--- config.mk ---
export PLATFORM = sky130hd
export DESIGN_NAME = vmask_top
export DESIGN_NICKNAME = d
export VERILOG_FILES = /design/src/rtl/vmask_pkg.sv /design/src/rtl/vmask_edge.sv /design/src/rtl/vmask_span.sv /design/src/rtl/vmask_window.sv /design/src/rtl/vmask_top.sv
export SDC_FILE = /design/constraint.sdc
export NUM_CORES = 1
export LEC_CHECK = 0
export ABC_CLOCK_PERIOD_IN_PS = 5500
export BUFFER_PORTS_ARGS = -buffer_cell sky130_fd_sc_hd__buf_4
export CAP_MARGIN = 20
export CORE_ASPECT_RATIO = 0.8
export CORE_UTILIZATION = 55
export CTS_BUF_LIST = sky130_fd_sc_hd__clkbuf_4 sky130_fd_sc_hd__clkbuf_8 sky130_fd_sc_hd__clkbuf_16
export CTS_CLUSTER_SIZE = 10
export DETAILED_ROUTE_END_ITERATION = 8
export PLACE_DENSITY = 0.74
export SLEW_MARGIN = 40
export SYNTH_ARGS = -nofsm -noshare
export SYNTH_HDL_FRONTEND = slang
export SYNTH_SLANG_ARGS = --single-unit
--- constraint.sdc ---
create_clock -name clk -period 5.5 [get_ports clk]
set_input_delay 0.275 -clock clk [delete_from_list [all_inputs] [get_ports clk]]
set_output_delay 0.275 -clock clk [all_outputs]
set_load 0.01 [all_outputs]
--- src/rtl/vmask_pkg.sv ---
package vmask_pkg;

    typedef enum logic [1:0] {
        TRK_IDLE   = 2'd0,
        TRK_FIRST  = 2'd1,
        TRK_LOCKED = 2'd2
    } trk_state_e;

    // Lines hidden after the vertical sync edge, by code
    function automatic logic [5:0] post_lines(input logic [2:0] code);
        logic [5:0] n;
        unique case (code)
            3'd0: n = 6'd5;
            3'd1: n = 6'd18;
            3'd2: n = 6'd19;
            3'd3: n = 6'd20;
            3'd4: n = 6'd22;
            3'd5: n = 6'd25;
            3'd6: n = 6'd41;
            default: n = 6'd44;
        endcase
        return n;
    endfunction

    // Lines hidden before the next vertical sync edge, by code
    function automatic logic [3:0] pre_lines(input logic [2:0] code);
        logic [3:0] n;
        unique case (code)
            3'd0: n = 4'd0;
            3'd1: n = 4'd1;
            3'd2: n = 4'd2;
            3'd3: n = 4'd4;
            3'd4: n = 4'd6;
            3'd5: n = 4'd8;
            3'd6: n = 4'd10;
            default: n = 4'd12;
        endcase
        return n;
    endfunction

endpackage

--- src/rtl/vmask_edge.sv ---
module vmask_edge (
    input  logic clk,
    input  logic rst_n,
    input  logic sig_i,
    input  logic pol_i,
    output logic edge_o
);
    logic act;
    logic act_q;

    assign act = pol_i ? sig_i : ~sig_i;

    always_ff @(posedge clk) begin
        if (!rst_n) act_q <= 1'b0;
        else        act_q <= act;
    end

    assign edge_o = act & ~act_q;

    // an edge is a single-cycle event
    a_r6_single_edge: assert property (@(posedge clk) disable iff (!rst_n)
        edge_o |=> !edge_o);

endmodule

--- src/rtl/vmask_span.sv ---
module vmask_span
    import vmask_pkg::*;
#(
    parameter int CNT_W = 12
) (
    input  logic             clk,
    input  logic             rst_n,
    input  logic             restart_i,
    input  logic             step_i,
    output logic [CNT_W-1:0] pos_o,
    output logic [CNT_W-1:0] len_o,
    output logic             locked_o
);
    localparam logic [CNT_W-1:0] CNT_MAX = {CNT_W{1'b1}};

    trk_state_e       state, state_nxt;
    logic [CNT_W-1:0] cnt;
    logic [CNT_W:0]   sum;
    logic [CNT_W-1:0] sum_sat;
    logic [CNT_W-1:0] len_q;

    assign sum     = {1'b0, cnt} + {{CNT_W{1'b0}}, step_i};
    assign sum_sat = sum[CNT_W] ? CNT_MAX : sum[CNT_W-1:0];

    // state register
    always_ff @(posedge clk) begin
        if (!rst_n) state <= TRK_IDLE;
        else        state <= state_nxt;
    end

    // transitions
    always_comb begin
        state_nxt = state;
        unique case (state)
            TRK_IDLE:   if (restart_i) state_nxt = TRK_FIRST;
            TRK_FIRST:  if (restart_i) state_nxt = TRK_LOCKED;
            TRK_LOCKED: state_nxt = TRK_LOCKED;
            default:    state_nxt = TRK_IDLE;
        endcase
    end

    // position counter: index of the current unit within the interval
    always_ff @(posedge clk) begin
        if (!rst_n)         cnt <= '0;
        else if (restart_i) cnt <= '0;
        else                cnt <= sum_sat;
    end

    // interval length, captured when an interval closes
    always_ff @(posedge clk) begin
        if (!rst_n)                              len_q <= '0;
        else if (restart_i && state != TRK_IDLE) len_q <= sum_sat;
    end

    // outputs
    always_comb begin
        pos_o    = restart_i ? '0 : sum_sat;
        len_o    = len_q;
        locked_o = (state == TRK_LOCKED);
    end

    // once locked, the tracker never falls back
    a_r8_lock_sticky: assert property (@(posedge clk) disable iff (!rst_n)
        locked_o |=> locked_o);

    // locking takes a second edge after the first
    a_r8_lock_needs_edge: assert property (@(posedge clk) disable iff (!rst_n)
        (state == TRK_FIRST && !restart_i) |=> !locked_o);

endmodule

--- src/rtl/vmask_window.sv ---
module vmask_window
    import vmask_pkg::*;
#(
    parameter int PIX_W   = 12,
    parameter int LINE_W  = 11,
    parameter int HMASK_W = 8
) (
    input  logic               pix_valid,
    input  logic [PIX_W-1:0]   hpos,
    input  logic [PIX_W-1:0]   hlen,
    input  logic               h_locked,
    input  logic [LINE_W-1:0]  vpos,
    input  logic [LINE_W-1:0]  vlen,
    input  logic               v_locked,
    input  logic [2:0]         vpost_sel,
    input  logic [2:0]         vpre_sel,
    input  logic [HMASK_W-1:0] hpost_n,
    input  logic [HMASK_W-1:0] hpre_n,
    output logic               collect_d
);
    localparam int HW = ((PIX_W > HMASK_W + 1) ? PIX_W : HMASK_W + 1) + 1;
    localparam int VW = ((LINE_W > 6) ? LINE_W : 6) + 1;

    logic [HMASK_W-1:0] hpost_eff, hpre_eff;
    logic [HW-1:0]      hpost_px, hpre_px, hpos_x, hlen_x;
    logic [VW-1:0]      vpost_x, vpre_x, vpos_x, vlen_x;
    logic               m_hpost, m_hpre, m_vpost, m_vpre;

    always_comb begin
        // zero behaves as one
        hpost_eff = (hpost_n == '0) ? HMASK_W'(1) : hpost_n;
        hpre_eff  = (hpre_n  == '0) ? HMASK_W'(1) : hpre_n;
        hpost_px  = HW'({hpost_eff, 1'b0});
        hpre_px   = HW'({hpre_eff, 1'b0});
        hpos_x    = HW'(hpos);
        hlen_x    = HW'(hlen);
        vpost_x   = VW'(post_lines(vpost_sel));
        vpre_x    = VW'(pre_lines(vpre_sel));
        vpos_x    = VW'(vpos);
        vlen_x    = VW'(vlen);

        m_hpost = hpos_x < hpost_px;
        m_hpre  = h_locked && ((hpos_x + hpre_px) >= hlen_x);
        m_vpost = vpos_x < vpost_x;
        m_vpre  = v_locked && ((vpos_x + vpre_x) >= vlen_x);

        collect_d = pix_valid && h_locked && v_locked &&
                    !(m_hpost || m_hpre || m_vpost || m_vpre);
    end

endmodule

--- src/rtl/vmask_top.sv ---
module vmask_top
    import vmask_pkg::*;
#(
    parameter int PIX_W   = 12,
    parameter int LINE_W  = 11,
    parameter int HMASK_W = 8
) (
    input  logic               clk,
    input  logic               rst_n,
    input  logic               pix_valid,
    input  logic               hsync,
    input  logic               vsync,
    input  logic               hsync_pol,
    input  logic               vsync_pol,
    input  logic [2:0]         vpost_sel,
    input  logic [2:0]         vpre_sel,
    input  logic [HMASK_W-1:0] hpost_n,
    input  logic [HMASK_W-1:0] hpre_n,
    output logic               collect
);
    logic              hs_edge, vs_edge;
    logic [PIX_W-1:0]  hpos, hlen;
    logic [LINE_W-1:0] vpos, vlen;
    logic              h_locked, v_locked;
    logic              collect_d;
    logic              collect_q;

    vmask_edge u_hedge (
        .clk(clk), .rst_n(rst_n), .sig_i(hsync), .pol_i(hsync_pol), .edge_o(hs_edge)
    );

    vmask_edge u_vedge (
        .clk(clk), .rst_n(rst_n), .sig_i(vsync), .pol_i(vsync_pol), .edge_o(vs_edge)
    );

    // pixel position within the line; every clock is one pixel slot
    vmask_span #(.CNT_W(PIX_W)) u_hspan (
        .clk(clk), .rst_n(rst_n), .restart_i(hs_edge), .step_i(1'b1),
        .pos_o(hpos), .len_o(hlen), .locked_o(h_locked)
    );

    // line position within the frame; advances on each line start
    vmask_span #(.CNT_W(LINE_W)) u_vspan (
        .clk(clk), .rst_n(rst_n), .restart_i(vs_edge), .step_i(hs_edge),
        .pos_o(vpos), .len_o(vlen), .locked_o(v_locked)
    );

    vmask_window #(.PIX_W(PIX_W), .LINE_W(LINE_W), .HMASK_W(HMASK_W)) u_win (
        .pix_valid(pix_valid),
        .hpos(hpos), .hlen(hlen), .h_locked(h_locked),
        .vpos(vpos), .vlen(vlen), .v_locked(v_locked),
        .vpost_sel(vpost_sel), .vpre_sel(vpre_sel),
        .hpost_n(hpost_n), .hpre_n(hpre_n),
        .collect_d(collect_d)
    );

    always_ff @(posedge clk) begin
        if (!rst_n) collect_q <= 1'b0;
        else        collect_q <= collect_d;
    end

    assign collect = collect_q;

    // no data, no collection
    a_r7_valid_gate: assert property (@(posedge clk) disable iff (!rst_n)
        !pix_valid |=> !collect);

    // nothing is collected before both trackers lock
    a_r8_unlocked_quiet: assert property (@(posedge clk) disable iff (!rst_n)
        !(h_locked && v_locked) |=> !collect);

    // the HSYNC edge pixel is always hidden
    a_r3_hedge_hidden: assert property (@(posedge clk) disable iff (!rst_n)
        hs_edge |=> !collect);

    // the first line of a frame is always hidden
    a_r1_vedge_hidden: assert property (@(posedge clk) disable iff (!rst_n)
        vs_edge |=> !collect);

endmodule

# Word-level counts from Yosys, hierarchy flattened
# Index checks and enable logic that the tools add are counted.
[totals]
out_inout_bits = 1
reg_bits = 53
word_cells = 80
[op_classes]
magnitude_cmp = 4
reduce_logical = 21
bitwise_logic = 6
mux = 16
n_eq_ne = 20
n_addsub = 4
[op_table]
columns = ["operator", "n"]
rows = [
  ["6-bit one-hot mux with 7 select lines", 1],
  ["4-bit one-hot mux with 7 select lines", 1],
  ["12-bit 2-to-1 mux", 2],
  ["11-bit 2-to-1 mux", 2],
  ["3-bit == test, second input constant", 6],
  ["8-bit logical NOT", 2],
  ["8-bit 2-to-1 mux", 2],
  ["12-bit by 1-bit adder with 13-bit output, second input constant", 1],
  ["12-bit by 9-bit adder with 13-bit output", 1],
  ["13-bit by 12-bit greater-or-equal comparator with 1-bit output", 1],
  ["11-bit by 1-bit adder with 12-bit output", 1],
  ["11-bit by 4-bit adder with 12-bit output", 1],
  ["3-bit by 2-bit == test with 1-bit output, second input constant", 4],
  ["12-bit by 11-bit greater-or-equal comparator with 1-bit output", 1],
  ["12-bit by 9-bit less-than comparator with 1-bit output", 1],
  ["2-bit one-hot mux with 3 select lines", 2],
  ["11-bit by 6-bit less-than comparator with 1-bit output", 1],
  ["2-bit 2-to-1 mux", 4],
  ["2-bit by 1-bit != test with 1-bit output, second input constant", 4],
  ["1-bit logical AND", 7],
  ["3-bit by 1-bit == test with 1-bit output, second input constant", 2],
  ["3-bit logical NOT", 2],
  ["2-bit by 1-bit == test with 1-bit output, second input constant", 2],
  ["2-bit == test, second input constant", 2],
  ["8 further kinds", 18],
]

# Logic depth before layout (Yosys ltp)
# Gate-level depths: netlist of run 1.
[logic_depth]
word_depth = 12
ltp_mapped = 24

# Hierarchy
# A second synthesis of run 1 with hierarchy kept.
[unflattened]
cells_unflattened = 527
hier_area_um2 = 4305.4
[modules_own_cells]
columns = ["module", "area_each_um2", "cells_per_inst", "n_inst", "seq_area_each_um2"]
rows = [
  ["vmask_window", 1644.1, 228, 1, 0.0],
  ["vmask_span (u_vspan)", 1321.3, 141, 1, 480.5],
  ["vmask_span (u_hspan)", 1227.4, 147, 1, 520.5],
  ["vmask_edge", 41.3, 4, 2, 20.0],
  ["vmask_top", 30.0, 3, 1, 20.0],
]

# Least setup slack after synthesis of run 1
# OpenSTA, ideal clock, no wires.
[synth_path]
path_kind = "input to register"
startpoint = "input hsync_pol"
endpoint = "register collect_q (netlist: collect)"
setup_ns = 0.096
path_slack_ns = 0.929
path_buffers = 1
t_required_ns = 5.404
arrival_ns = 4.475
stages = 23
cell_sequence = "xnor2_1 -> nand2b_1 -> inv_1 -> buf_1 -> ha_1 -> nand4_2 -> nor3_1 -> nor2_1 -> nor2_1 -> ha_1 -> a21o_1 -> a21oi_1 -> o21bai_1 -> nor3b_2 -> xor2_1 -> ha_1 -> or4_1 -> a21oi_1 -> o21ai_0 -> o211ai_1 -> nand3_1 -> a211oi_1 -> nor4b_1"
[synth_between]
elab_chain_len = 11
elab_cells_between_ends = 19
cone_classes = "add/sub: 3; order compare: 4; mux: 4; bitwise: 1; reduce/logical: 7"
[synth_rtl]
columns = ["item", "line", "rtl"]
rows = [
  ["from (decl)", "vmask_top.sv:13", "input logic hsync_pol,"],
  ["1-bit 2-to-1 mux (*)", "vmask_edge.sv:11", "assign act = pol_i ? sig_i : ~sig_i;"],
  ["1-bit AND (*)", "vmask_edge.sv:18", "assign edge_o = act & ~act_q;"],
  ["11-bit by 1-bit adder with 12-bit output (*)", "vmask_span.sv:22", "assign sum = {1'b0, cnt} + {{CNT_W{1'b0}}, step_i};"],
  ["11-bit 2-to-1 mux (*)", "vmask_span.sv:23", "assign sum_sat = sum[CNT_W] ? CNT_MAX : sum[CNT_W-1:0];"],
  ["11-bit 2-to-1 mux (*)", "vmask_span.sv:57", "pos_o = restart_i ? '0 : sum_sat;"],
  ["net u_vspan.pos_o[1]", "vmask_span.sv:10", "output logic [CNT_W-1:0] pos_o,"],
  ["11-bit by 4-bit adder with 12-bit output", "vmask_window.sv:45", "m_vpre = v_locked && ((vpos_x + vpre_x) >= vlen_x);"],
  ["12-bit by 11-bit greater-or-equal comparator with 1-bit output", "vmask_window.sv:45", ""],
  ["1-bit logical AND", "vmask_window.sv:45", ""],
  ["1-bit logical OR (*)", "vmask_window.sv:48", "!(m_hpost || m_hpre || m_vpost || m_vpre);"],
  ["1-bit logical NOT (*)", "vmask_window.sv:48", ""],
  ["1-bit logical AND (*)", "vmask_window.sv:47", "collect_d = pix_valid && h_locked && v_locked &&"],
  ["to (signal assigned)", "vmask_top.sv:59", "else collect_q <= collect_d;"],
  ["to (decl)", "vmask_top.sv:26", "logic collect_q;"],
]
# Mark *: on every way through the listed nets, which the timed path passes. The rest lies on a longest branch.
# A chain may end at the register's enable or synchronous reset.

# Worst setup path after layout of run 1
[layout_path]
startpoint = "register u_hspan.cnt[0]"
endpoint = "register collect_q (netlist: collect)"
[layout_between]
elab_chain_len = 11
elab_cells_between_ends = 12
cone_classes = "add/sub: 2; order compare: 2; mux: 2; reduce/logical: 6"
[layout_rtl]
columns = ["item", "line", "rtl"]
rows = [
  ["from (decl)", "vmask_span.sv:17", "logic [CNT_W-1:0] cnt;"],
  ["from (signal assigned)", "vmask_span.sv:46", "else cnt <= sum_sat;"],
  ["12-bit by 1-bit adder with 13-bit output (*)", "vmask_span.sv:22", ""],
  ["12-bit 2-to-1 mux (*)", "vmask_span.sv:23", ""],
  ["12-bit 2-to-1 mux (*)", "vmask_span.sv:57", ""],
  ["net hpos[2]", "vmask_top.sv:22", "logic [PIX_W-1:0] hpos, hlen;"],
  ["12-bit by 9-bit adder with 13-bit output", "vmask_window.sv:43", "m_hpre = h_locked && ((hpos_x + hpre_px) >= hlen_x);"],
  ["13-bit by 12-bit greater-or-equal comparator with 1-bit output", "vmask_window.sv:43", ""],
  ["1-bit logical AND", "vmask_window.sv:43", ""],
  ["1-bit logical OR (*) (3 in a row)", "vmask_window.sv:48", ""],
  ["1-bit logical NOT (*)", "vmask_window.sv:48", ""],
  ["1-bit logical AND (*)", "vmask_window.sv:47", ""],
]
# Marked as above.

==> impl_metrics.env, run 1 <==
export IMPL_wl_per_cell_microns=14.8
export IMPL_finalClockSkew_ns=0.00516
export IMPL_ir_drop_mv=0.156
export IMPL_syn_cell_area_sq_um=4200
export IMPL_die_h_microns=80.2
export IMPL_grt_pass1_vias=3412
export IMPL_first_pass_iters=5
export IMPL_overflow=0
export IMPL_drtIter0Drc=264
export IMPL_postCtsSetupRepairBufs=0
export IMPL_cts_root_buf="clkbuf_8"
export IMPL_clk_pin_slew_ns=0.10
export IMPL_crit_family="simple AND/OR/NAND/NOR gates"
export IMPL_setup_viol=0
export IMPL_dpl_cell_area_sq_um=4520
export IMPL_relSlewSlack_pct=54.0
export IMPL_synth_cells_most_frequent="70 x nor2_1, 58 x ha_1, 53 x dfxtp_1, 50 x nand2_1, 48 x inv_1"
export IMPL_worst_setup_path_end_kind="flip-flop"
export IMPL_yosysUniqueCellTypes=56
export IMPL_grt_max_degree=38
export IMPL_wl_microns=9740
export IMPL_async_flop_share_pct=0
export IMPL_routed_via_count=3783
export IMPL_synth_most_common_cell="nor2_1"
export IMPL_synth_top_cells_by_area="dfxtp_1 25%, ha_1 17%, nor2_1 6.3%"
export IMPL_final_cell_area_sq_um=4610
export IMPL_worstMarginPinSlew_ns=0.689
export IMPL_syn_area_per_cell_sq_um=7.93
export IMPL_path_class="reg2reg"
export IMPL_seq_area_frac_synth_pct=25.2
export IMPL_pwr_density_cell_nw_per_um2=192
export IMPL_clock_path_buffers=2
export IMPL_cts_hold_buf=0
export IMPL_yosysTopAreaCellShare_pct=25.2
export IMPL_fin_crit_ns=4.84
export IMPL_holdPathStages=3
export IMPL_cts_inserted_buffers=5
export IMPL_reg2reg_slack_ns=0.66
export IMPL_period_share_pct=88.0
export IMPL_r2r_end="collect"
export IMPL_drc=0
export IMPL_design_core_area_sq_um=7390
export IMPL_hold_start="hsync"
export IMPL_rr_startpoint="u_hspan.cnt[0]"
export IMPL_cp_arrival_ns=5.06
export IMPL_stdcell_count=658
export IMPL_final_util_pct=62.4
export IMPL_clkLatencyLatePin_ns=0.31
export IMPL_worstPathCellList="ha_1 > and4_1 > and3_1 > nor2_1 > nor2_1 > ha_1 > a21o_1 > a21oi_1 > o21bai_1 > maj3_1 > a211oi_1 > o21ai_0 > a21oi_1 > ha_1 > nand4_1 > nor3_1 > a21oi_1 > nand3_1 > a211oi_1 > nor4b_1"
export IMPL_synth_edf_count=0
export IMPL_hp_class="in2reg"
export IMPL_place_gp_congestion=0.915
export IMPL_synth_cells=530
export IMPL_crit_slowest_cell="dfxtp_1"
export IMPL_nNetsFinal=641
export IMPL_cts_resized=0
export IMPL_max_freq_mhz=207
export IMPL_layout_area_overhead_vs_synth_pct=9.67
export IMPL_drive_gt1_share_pct=10.1
export IMPL_path_buf_inv=0
export IMPL_dpl_hpwl_microns=7830
export IMPL_boundaryPins=30
export IMPL_synth_top_cell_by_area="dfxtp_1"
export IMPL_ant_nets=0
export IMPL_hold_slack_ns=0.294
export IMPL_antenna_cells=0
export IMPL_die_w_microns=99.7
export IMPL_p_leak_nw=2.17
export IMPL_ys_flop_type="dfxtp_1"
export IMPL_rsz0062_at_grt="no"
export IMPL_start_kind="flip-flop"
export IMPL_fp_row_count=28
export IMPL_maxSlewViolCount=0
export IMPL_ys_ff_latch=53
export IMPL_final_setup_tns_ns=0
export IMPL_via_per_inst=5.75
export IMPL_worstPathRequired_ns=5.72
export IMPL_track_usage_pct=25.7
export IMPL_place_inst=650
export IMPL_die_area_sq_um=8000
export IMPL_start_util_pct=56.9
export IMPL_antenna_found_initial=0
export IMPL_synth_nets=619
export IMPL_status="complete, no violations"
export IMPL_grt_pass1_wl_microns=16200
export IMPL_reg2regPathDepth=20
export IMPL_hold_viol=0
export IMPL_ys_warn_count=0
export IMPL_crit_fanout=9
export IMPL_cts_tree="done"
export IMPL_cts_sinks=53
export IMPL_cpPeakStageDelay_ns=0.45
export IMPL_cap_violations=0
export IMPL_hold_path_end="u_hedge.act_q"
export IMPL_io_buffers=29
export IMPL_htreeDepth=2
-- layout make-up --
| class | count | area [sq um] |
|---|---|---|
| multi-input cells | 411 | 2900 |
| clock inverters | 3 | 25.0 |
| inverters | 48 | 180 |
| fillers | 653 | 2780 |
| flip-flops and latches | 53 | 1060 |
| clock buffers | 5 | 68.8 |
| well taps | 105 | 131 |
| repair buffers | 33 | 248 |
-- worst reg2reg max path, cell delays in order, from the launching register on --
cell and delay (ns):
dfxtp_1 0.45, ha_1 0.24, and4_1 0.39, and3_1 0.31, nor2_1 0.10, nor2_1 0.31, ha_1 0.30, a21o_1 0.16
a21oi_1 0.22, o21bai_1 0.10, maj3_1 0.42, a211oi_1 0.37, o21ai_0 0.13, a21oi_1 0.17, ha_1 0.26, nand4_1 0.09
nor3_1 0.05, a21oi_1 0.15, nand3_1 0.10, a211oi_1 0.20, nor4b_1 0.22
-- worst max path at each step --
stage | end | from | slack [ns] | cells past startpoint
CTS | collect | u_hedge.act_q | 0.73 | 22
detailed placement | collect | hsync_pol | 0.51 | 24
global route | collect | u_hedge.act_q | 0.27 | 22
global placement | collect | hsync_pol | 0.73 | 24
floorplan | collect | hsync_pol | 0.93 | 23
finish | collect | u_hspan.cnt[0] | 0.66 | 20
-- cells by family (layout without fill, tap and decap cells) --
kind of cell | count (synthesis) | count (layout) | synth area share [%]
XOR/XNOR | 25 | 25 | 5.21
adder cells (fa/ha/maj) | 62 | 62 | 18.7
AND/OR/NAND/NOR | 212 | 212 | 25.1
multiplexers | 8 | 8 | 1.96
buffers and inverters | 66 | 89 | 5.98
flip-flops | 53 | 53 | 25.2
AO/OA/AOI/OAI | 104 | 104 | 17.9
-- routing by layer --
metal,GRT usage (%),vias to the layer above,part of all wire [%]
met5,0,-,0
met4,4.56,0,0.69
met3,4.18,4,5.6
met2,38.2,92,42
met1,38.6,1797,52
li1,-,1890,-
-- where the power goes --
group	switching (mW)	internal [mW]	leakage [nW]
clock	0.139	0.0922	0.0447
sequential	0.0147	0.408	0.430
combinational	0.131	0.101	1.69
-- stage by stage --
step | worst slack [ns] | total power, mW
6_report | 0.660 | 0.886
5_1_grt | 0.267 | 0.938
4_1_cts | 0.725 | 0.889
3_5_place_dp | 0.514 | 0.661
3_3_place_gp | 0.728 | 0.649
2_1_floorplan | 0.929 | 0.589
-- placed cells by master, fill, tap and decap left out, types with 8 or more instances in the layout --
master    instances
a21oi_1          23
and2_1           10
o211a_1          15
dfxtp_1          53
inv_1            48
nor2_1           68
nor3_1            8
nand2b_1         12
buf_4            33
nand3_1          12
xnor2_1          15
o21ai_0          19
nand2_1          50
xor2_1           10
ha_1             58
and3_1           11
nand4_1          10
-- sequential cells by signal (all words and copies together) (netlist names) --
name           cells
u_vedge.act_q      1
u_hspan.cnt       12
u_vspan.cnt       11
u_hedge.act_q      1
u_vspan.len_o     11
u_hspan.len_o     12
u_vspan.state      2
collect            1
u_hspan.state      2
No activity file was read; power rests on OpenSTA's default activity.
==> inputs of run 2 (changes only) <==
ABC_AREA = 1   (was default)
CTS_BUF_LIST = sky130_fd_sc_hd__clkbuf_8   (was sky130_fd_sc_hd__clkbuf_4 sky130_fd_sc_hd__clkbuf_8 sky130_fd_sc_hd__clkbuf_16)
==> impl_metrics.env, run 2 <==
export IMPL_status="complete, no violations"
export IMPL_ys_ff_latch=53
export IMPL_worstMarginPinSlew_ns=0.691
export IMPL_worst_setup_path_end_kind="flip-flop"
export IMPL_cap_violations=0
export IMPL_grt_pass1_vias=3613
export IMPL_ys_warn_count=0
export IMPL_synth_cells=656
export IMPL_routed_via_count=4037
export IMPL_hp_class="in2reg"
export IMPL_design_core_area_sq_um=7570
export IMPL_io_buffers=29
export IMPL_dpl_hpwl_microns=8190
export IMPL_syn_area_per_cell_sq_um=6.73
export IMPL_overflow=0
export IMPL_cpPeakStageDelay_ns=0.47
export IMPL_met1_usage_pct=38.6
export IMPL_fin_crit_ns=4.35
export IMPL_path_common_cell="nand2_1"
export IMPL_relSlewSlack_pct=53.9
export IMPL_start_util_pct=58.3
export IMPL_drc=0
export IMPL_place_inst=777
export IMPL_die_area_sq_um=8390
export IMPL_layout_area_overhead_vs_synth_pct=9.36
export IMPL_drtIter0Drc=200
export IMPL_nNetsFinal=768
export IMPL_drive_gt1_share_pct=10.6
export IMPL_yosysTopAreaCellShare_pct=24.0
export IMPL_syn_cell_area_sq_um=4410
export IMPL_rsz0062_at_grt="no"
export IMPL_mostFrequentLayoutCell="inv_1"
export IMPL_use_met2_pct=38.5
export IMPL_cp_arrival_ns=4.62
export IMPL_setup_viol=0
export IMPL_maxSlewViolCount=0
export IMPL_finalClockSkew_ns=0.0108
export IMPL_cts_tree="done"
export IMPL_layout_common_cells="128 x inv_1, 127 x nand2_1, 72 x nor2_1"
export IMPL_cts_root_buf="clkbuf_8"
export IMPL_wl_per_cell_microns=12.9
export IMPL_via_per_inst=5.14
export IMPL_synth_edf_count=0
export IMPL_clkLatencyLatePin_ns=0.32
export IMPL_ys_flop_type="dfxtp_1"
export IMPL_final_setup_tns_ns=0
export IMPL_dpl_worst_slack_ns=0.977
export IMPL_fin_ws_ns=1.15
export IMPL_period_share_pct=79.1
export IMPL_clk_pin_slew_ns=0.10
export IMPL_die_h_microns=82.1
export IMPL_max_freq_mhz=230
export IMPL_first_pass_iters=4
export IMPL_cts_resized=0
export IMPL_path_class="reg2reg"
export IMPL_synth_most_common_cell="inv_1"
export IMPL_cts_hold_buf=0
export IMPL_grt_met3_usage_pct=3.62
export IMPL_wl_microns=10200
export IMPL_crit_fanout=9
export IMPL_cts_sinks=53
export IMPL_grt_pass1_wl_microns=16700
export IMPL_track_usage_pct=25.7
export IMPL_stdcell_count=785
export IMPL_grt_max_degree=29
export IMPL_hold_viol=0
export IMPL_boundaryPins=30
export IMPL_htreeDepth=2
export IMPL_async_flop_share_pct=0
export IMPL_synth_top_cells_by_area="dfxtp_1 24%, ha_1 16%, inv_1 11%"
export IMPL_antenna_cells=0
export IMPL_synth_nets=745
export IMPL_die_w_microns=102
export IMPL_yosysUniqueCellTypes=42
export IMPL_antenna_found_initial=0
export IMPL_pwr_density_cell_nw_per_um2=214
export IMPL_synth_top_cell_by_area="dfxtp_1"
export IMPL_seq_area_frac_synth_pct=24.0
export IMPL_crit_slowest_cell="fa_1"
export IMPL_fp_row_count=28
export IMPL_postCtsSetupRepairBufs=0
export IMPL_clock_path_buffers=2
export IMPL_cts_inserted_buffers=5
export IMPL_busiest_layer="met1"
export IMPL_ir_drop_mv=0.182
export IMPL_p_leak_nw=2.50
export IMPL_start_kind="flip-flop"
export IMPL_place_gp_congestion=0.886
export IMPL_ant_nets=0
export IMPL_synth_cells_most_frequent="128 x inv_1, 127 x nand2_1, 72 x nor2_1, 58 x ha_1, 53 x dfxtp_1"
export IMPL_worstPathRequired_ns=5.77
## run 2: changes by cell type after synthesis, moves of 11 or more
cell      before  now
and3_1        11    0
inv_1         48  128
nand2_1       50  127
nand2b_1      12    0
nand3_1       12   35
o211a_1       15    0
## run 2: area by class of cell
type                            count  area (sq um)
Clock inverter                      2          37.5
Inverter                          134           503
Multi-Input combinational cell    455          2780
Timing Repair Buffer               30           225
Sequential cell                    53          1060
Clock buffer                        6          82.6
Fill cell                         716          2740
Tap cell                          105           131
## run 2: worst max-delay path: cells and delay by family (launching register included)
family / cells / cell delay, ns
AND/OR/NAND/NOR: 19 / 2.02
adder cells (fa/ha/maj): 3 / 0.94
AO/OA/AOI/OAI: 4 / 0.50
flip-flops: 1 / 0.45
buffers and inverters: 3 / 0.25
XOR/XNOR: 1 / 0.13
## run 2: cell families (layout without fill, tap and decap cells)
kind of cell / Yosys count / after routing / synth area share (%)
buf+inv: 148 / 172 / 12.8
simple gates: 291 / 291 / 31.1
fa+ha+maj: 60 / 60 / 17.4
flops: 53 / 53 / 24.0
compound gates: 82 / 82 / 10.3
xor+xnor: 22 / 22 / 4.37
## run 2: path summary, 6_finish.rpt
path | from | end | slack, ns | cells past startpoint
min | hsync | u_hedge.act_q | 0.27 | 3
min reg2reg | u_vspan.len_o[8] | u_vspan.len_o[8] | 0.48 | 2
max reg2reg | u_hspan.cnt[0] | collect | 1.15 | 30
max | u_hspan.cnt[0] | collect | 1.15 | 30
## run 2: routing by layer
metal	vias up	share of wire (%)	routed length, microns
li1	2122	-	-
met1	1820	52	5240
met2	88	42	4300
met3	7	5.4	551
met4	0	0.71	72
met5	-	0	0
## run 2: report_power, final
part           switching, mW  internal (mW)
Clock                  0.143          0.148
Combinational          0.188          0.111
Sequential            0.0219          0.421
Total                  0.352          0.680
## run 2: per-stage QoR
stage | area, sq um | util [%] | hold WS, ns | power [mW]
after floorplan | 4410 | - | 0.442 | 0.665
after global placement | 4700 | 62.2 | 0.460 | 0.731
after detailed placement | 4700 | 62.2 | 0.471 | 0.743
after CTS | 4820 | 63.8 | 0.274 | 1.03
after global routing | 4820 | 63.8 | 0.278 | 1.10
final | 4820 | 63.8 | 0.269 | 1.03
==> inputs of run 3 (changes only) <==
ABC_CLOCK_PERIOD_IN_PS = 3900   (was 5500)
PLACE_DENSITY = 0.76   (was 0.74)
clock period = 3.9 ns   (was 5.5 ns; I/O delays follow)
==> impl_metrics.env, run 3 (same netlist as run 2, synthesis figures left out) <==
export IMPL_final_util_pct=68.4
export IMPL_htreeDepth=2
export IMPL_io_buffers=29
export IMPL_clk_pin_slew_ns=0.11
export IMPL_overflow=0
export IMPL_crit_slowest_cell="fa_2"
export IMPL_start_kind="flip-flop"
export IMPL_ant_nets=0
export IMPL_status="complete, no violations"
export IMPL_fin_ws_ns=0.187
export IMPL_cpPeakStageDelay_ns=0.40
export IMPL_cts_root_buf="clkbuf_8"
export IMPL_place_inst=794
export IMPL_wl_per_cell_microns=13.7
export IMPL_grt_met3_usage_pct=4.04
export IMPL_worstPathRequired_ns=4.17
export IMPL_routed_via_count=4324
export IMPL_hold_slack_ns=0.173
export IMPL_first_pass_iters=5
export IMPL_dpl_worst_slack_ns=-0.124
export IMPL_reg2reg_slack_ns=0.19
export IMPL_dpl_hpwl_microns=8550
export IMPL_switching_share_pct=36.6
export IMPL_intPower_mw=0.899
export IMPL_grt_pass1_wl_microns=17600
export IMPL_antenna_found_initial=0
export IMPL_via_per_inst=5.33
export IMPL_dpl_cell_area_sq_um=4840
export IMPL_mostFrequentLayoutCell="inv_1"
export IMPL_fin_crit_ns=3.71
export IMPL_nNetsFinal=795
export IMPL_grt_max_degree=29
export IMPL_cts_inserted_buffers=5
export IMPL_cts_hold_buf=0
export IMPL_cts_tree="done"
export IMPL_drc=0
export IMPL_grt_pass1_vias=3865
export IMPL_design_core_area_sq_um=7570
export IMPL_drive_gt1_share_pct=19.8
export IMPL_cts_sinks=53
export IMPL_hold_viol=0
export IMPL_clock_path_buffers=2
export IMPL_die_area_sq_um=8390
export IMPL_die_w_microns=102
export IMPL_worst_setup_path_end_kind="flip-flop"
export IMPL_path_class="reg2reg"
export IMPL_start_util_pct=58.3
export IMPL_place_gp_congestion=0.906
export IMPL_relSlewSlack_pct=53.3
export IMPL_max_freq_mhz=269
export IMPL_cp_arrival_ns=3.98
export IMPL_wl_microns=11100
export IMPL_boundaryPins=30
export IMPL_final_setup_tns_ns=0
export IMPL_rsz0062_at_grt="yes"
export IMPL_finalClockSkew_ns=0.0118
export IMPL_antenna_cells=0
export IMPL_cap_violations=0
export IMPL_fp_row_count=28
export IMPL_hp_class="in2reg"
export IMPL_power_mw=1.42
export IMPL_clkLatencyLatePin_ns=0.32
export IMPL_drtIter0Drc=290
export IMPL_setup_viol=0
export IMPL_p_leak_nw=2.66
export IMPL_layout_common_cells="124 x inv_1, 121 x nand2_1, 63 x nor2_1"
export IMPL_stdcell_count=812
export IMPL_nFillCells=665
export IMPL_met1_usage_pct=38.8
export IMPL_pwr_share_clk_pct=23.0
export IMPL_pwr_density_cell_nw_per_um2=274
export IMPL_p_comb_share_pct=33.1
export IMPL_final_cell_area_sq_um=5180
export IMPL_die_h_microns=82.1
export IMPL_period_share_pct=95.2
export IMPL_use_met2_pct=42.1
export IMPL_worstMarginPinSlew_ns=0.699
export IMPL_busiest_layer="met2"
export IMPL_switchingPower_mw=0.518
export IMPL_layout_area_overhead_vs_synth_pct=17.4
export IMPL_maxSlewViolCount=0
export IMPL_crit_fanout=3
export IMPL_ir_drop_mv=0.259
export IMPL_p_seq_share_pct=43.9
export IMPL_track_usage_pct=26.9
export IMPL_path_common_cell="nand2_1"
[run 3: cell type report]
class | count | area (sq um) | share of cell area, %
Clock buffer | 5 | 68.8 | 1.33
Clock inverter | 3 | 18.8 | 0.362
Inverter | 134 | 503 | 9.71
Multi-Input combinational cell | 455 | 2960 | 57.1
Sequential cell | 53 | 1070 | 20.7
Tap cell | 105 | 131 | 2.54
Timing Repair Buffer | 57 | 432 | 8.34
[run 3: routing by layer]
metal	vias up	wire [microns]
met4	0	135
li1	2178	-
met1	1968	5260
met2	160	4870
met5	-	0
met3	18	880
[run 3: repair_timing]
item / CTS / global route
pin swaps: 0 / 34
setup buffers: 0 / 10
gates resized for setup: 4 / 51
hold endpoints to repair: 0 / 0
setup endpoints to repair: 1 / 1
[run 3: power by group through the flow]
stage / logic, mW / registers [mW] / clock network [mW]
2_1_floorplan: 0.312 / 0.626 / 0
3_3_place_gp: 0.413 / 0.629 / 0
3_5_place_dp: 0.432 / 0.631 / 0
4_1_cts: 0.435 / 0.618 / 0.328
5_1_grt: 0.535 / 0.626 / 0.352
6_report: 0.470 / 0.622 / 0.326
[run 3: critical path, delay by kind of cell (launching register included)]
family	cells	cell delay, ns
XOR/XNOR	1	0.18
AND/OR/NAND/NOR	20	1.71
adder cells (fa/ha/maj)	4	0.93
AO/OA/AOI/OAI	3	0.32
buffers and inverters	3	0.14
flip-flops	1	0.36
[run 3: path summary, 6_finish.rpt]
kind	from	cells past startpoint	endpoint
worst max-delay path	u_hspan.cnt[1]	31	collect
worst min-delay path	vsync	3	u_vedge.act_q
worst max register to register	u_hspan.cnt[1]	31	collect
worst min register to register	u_vspan.len_o[8]	2	u_vspan.len_o[8]
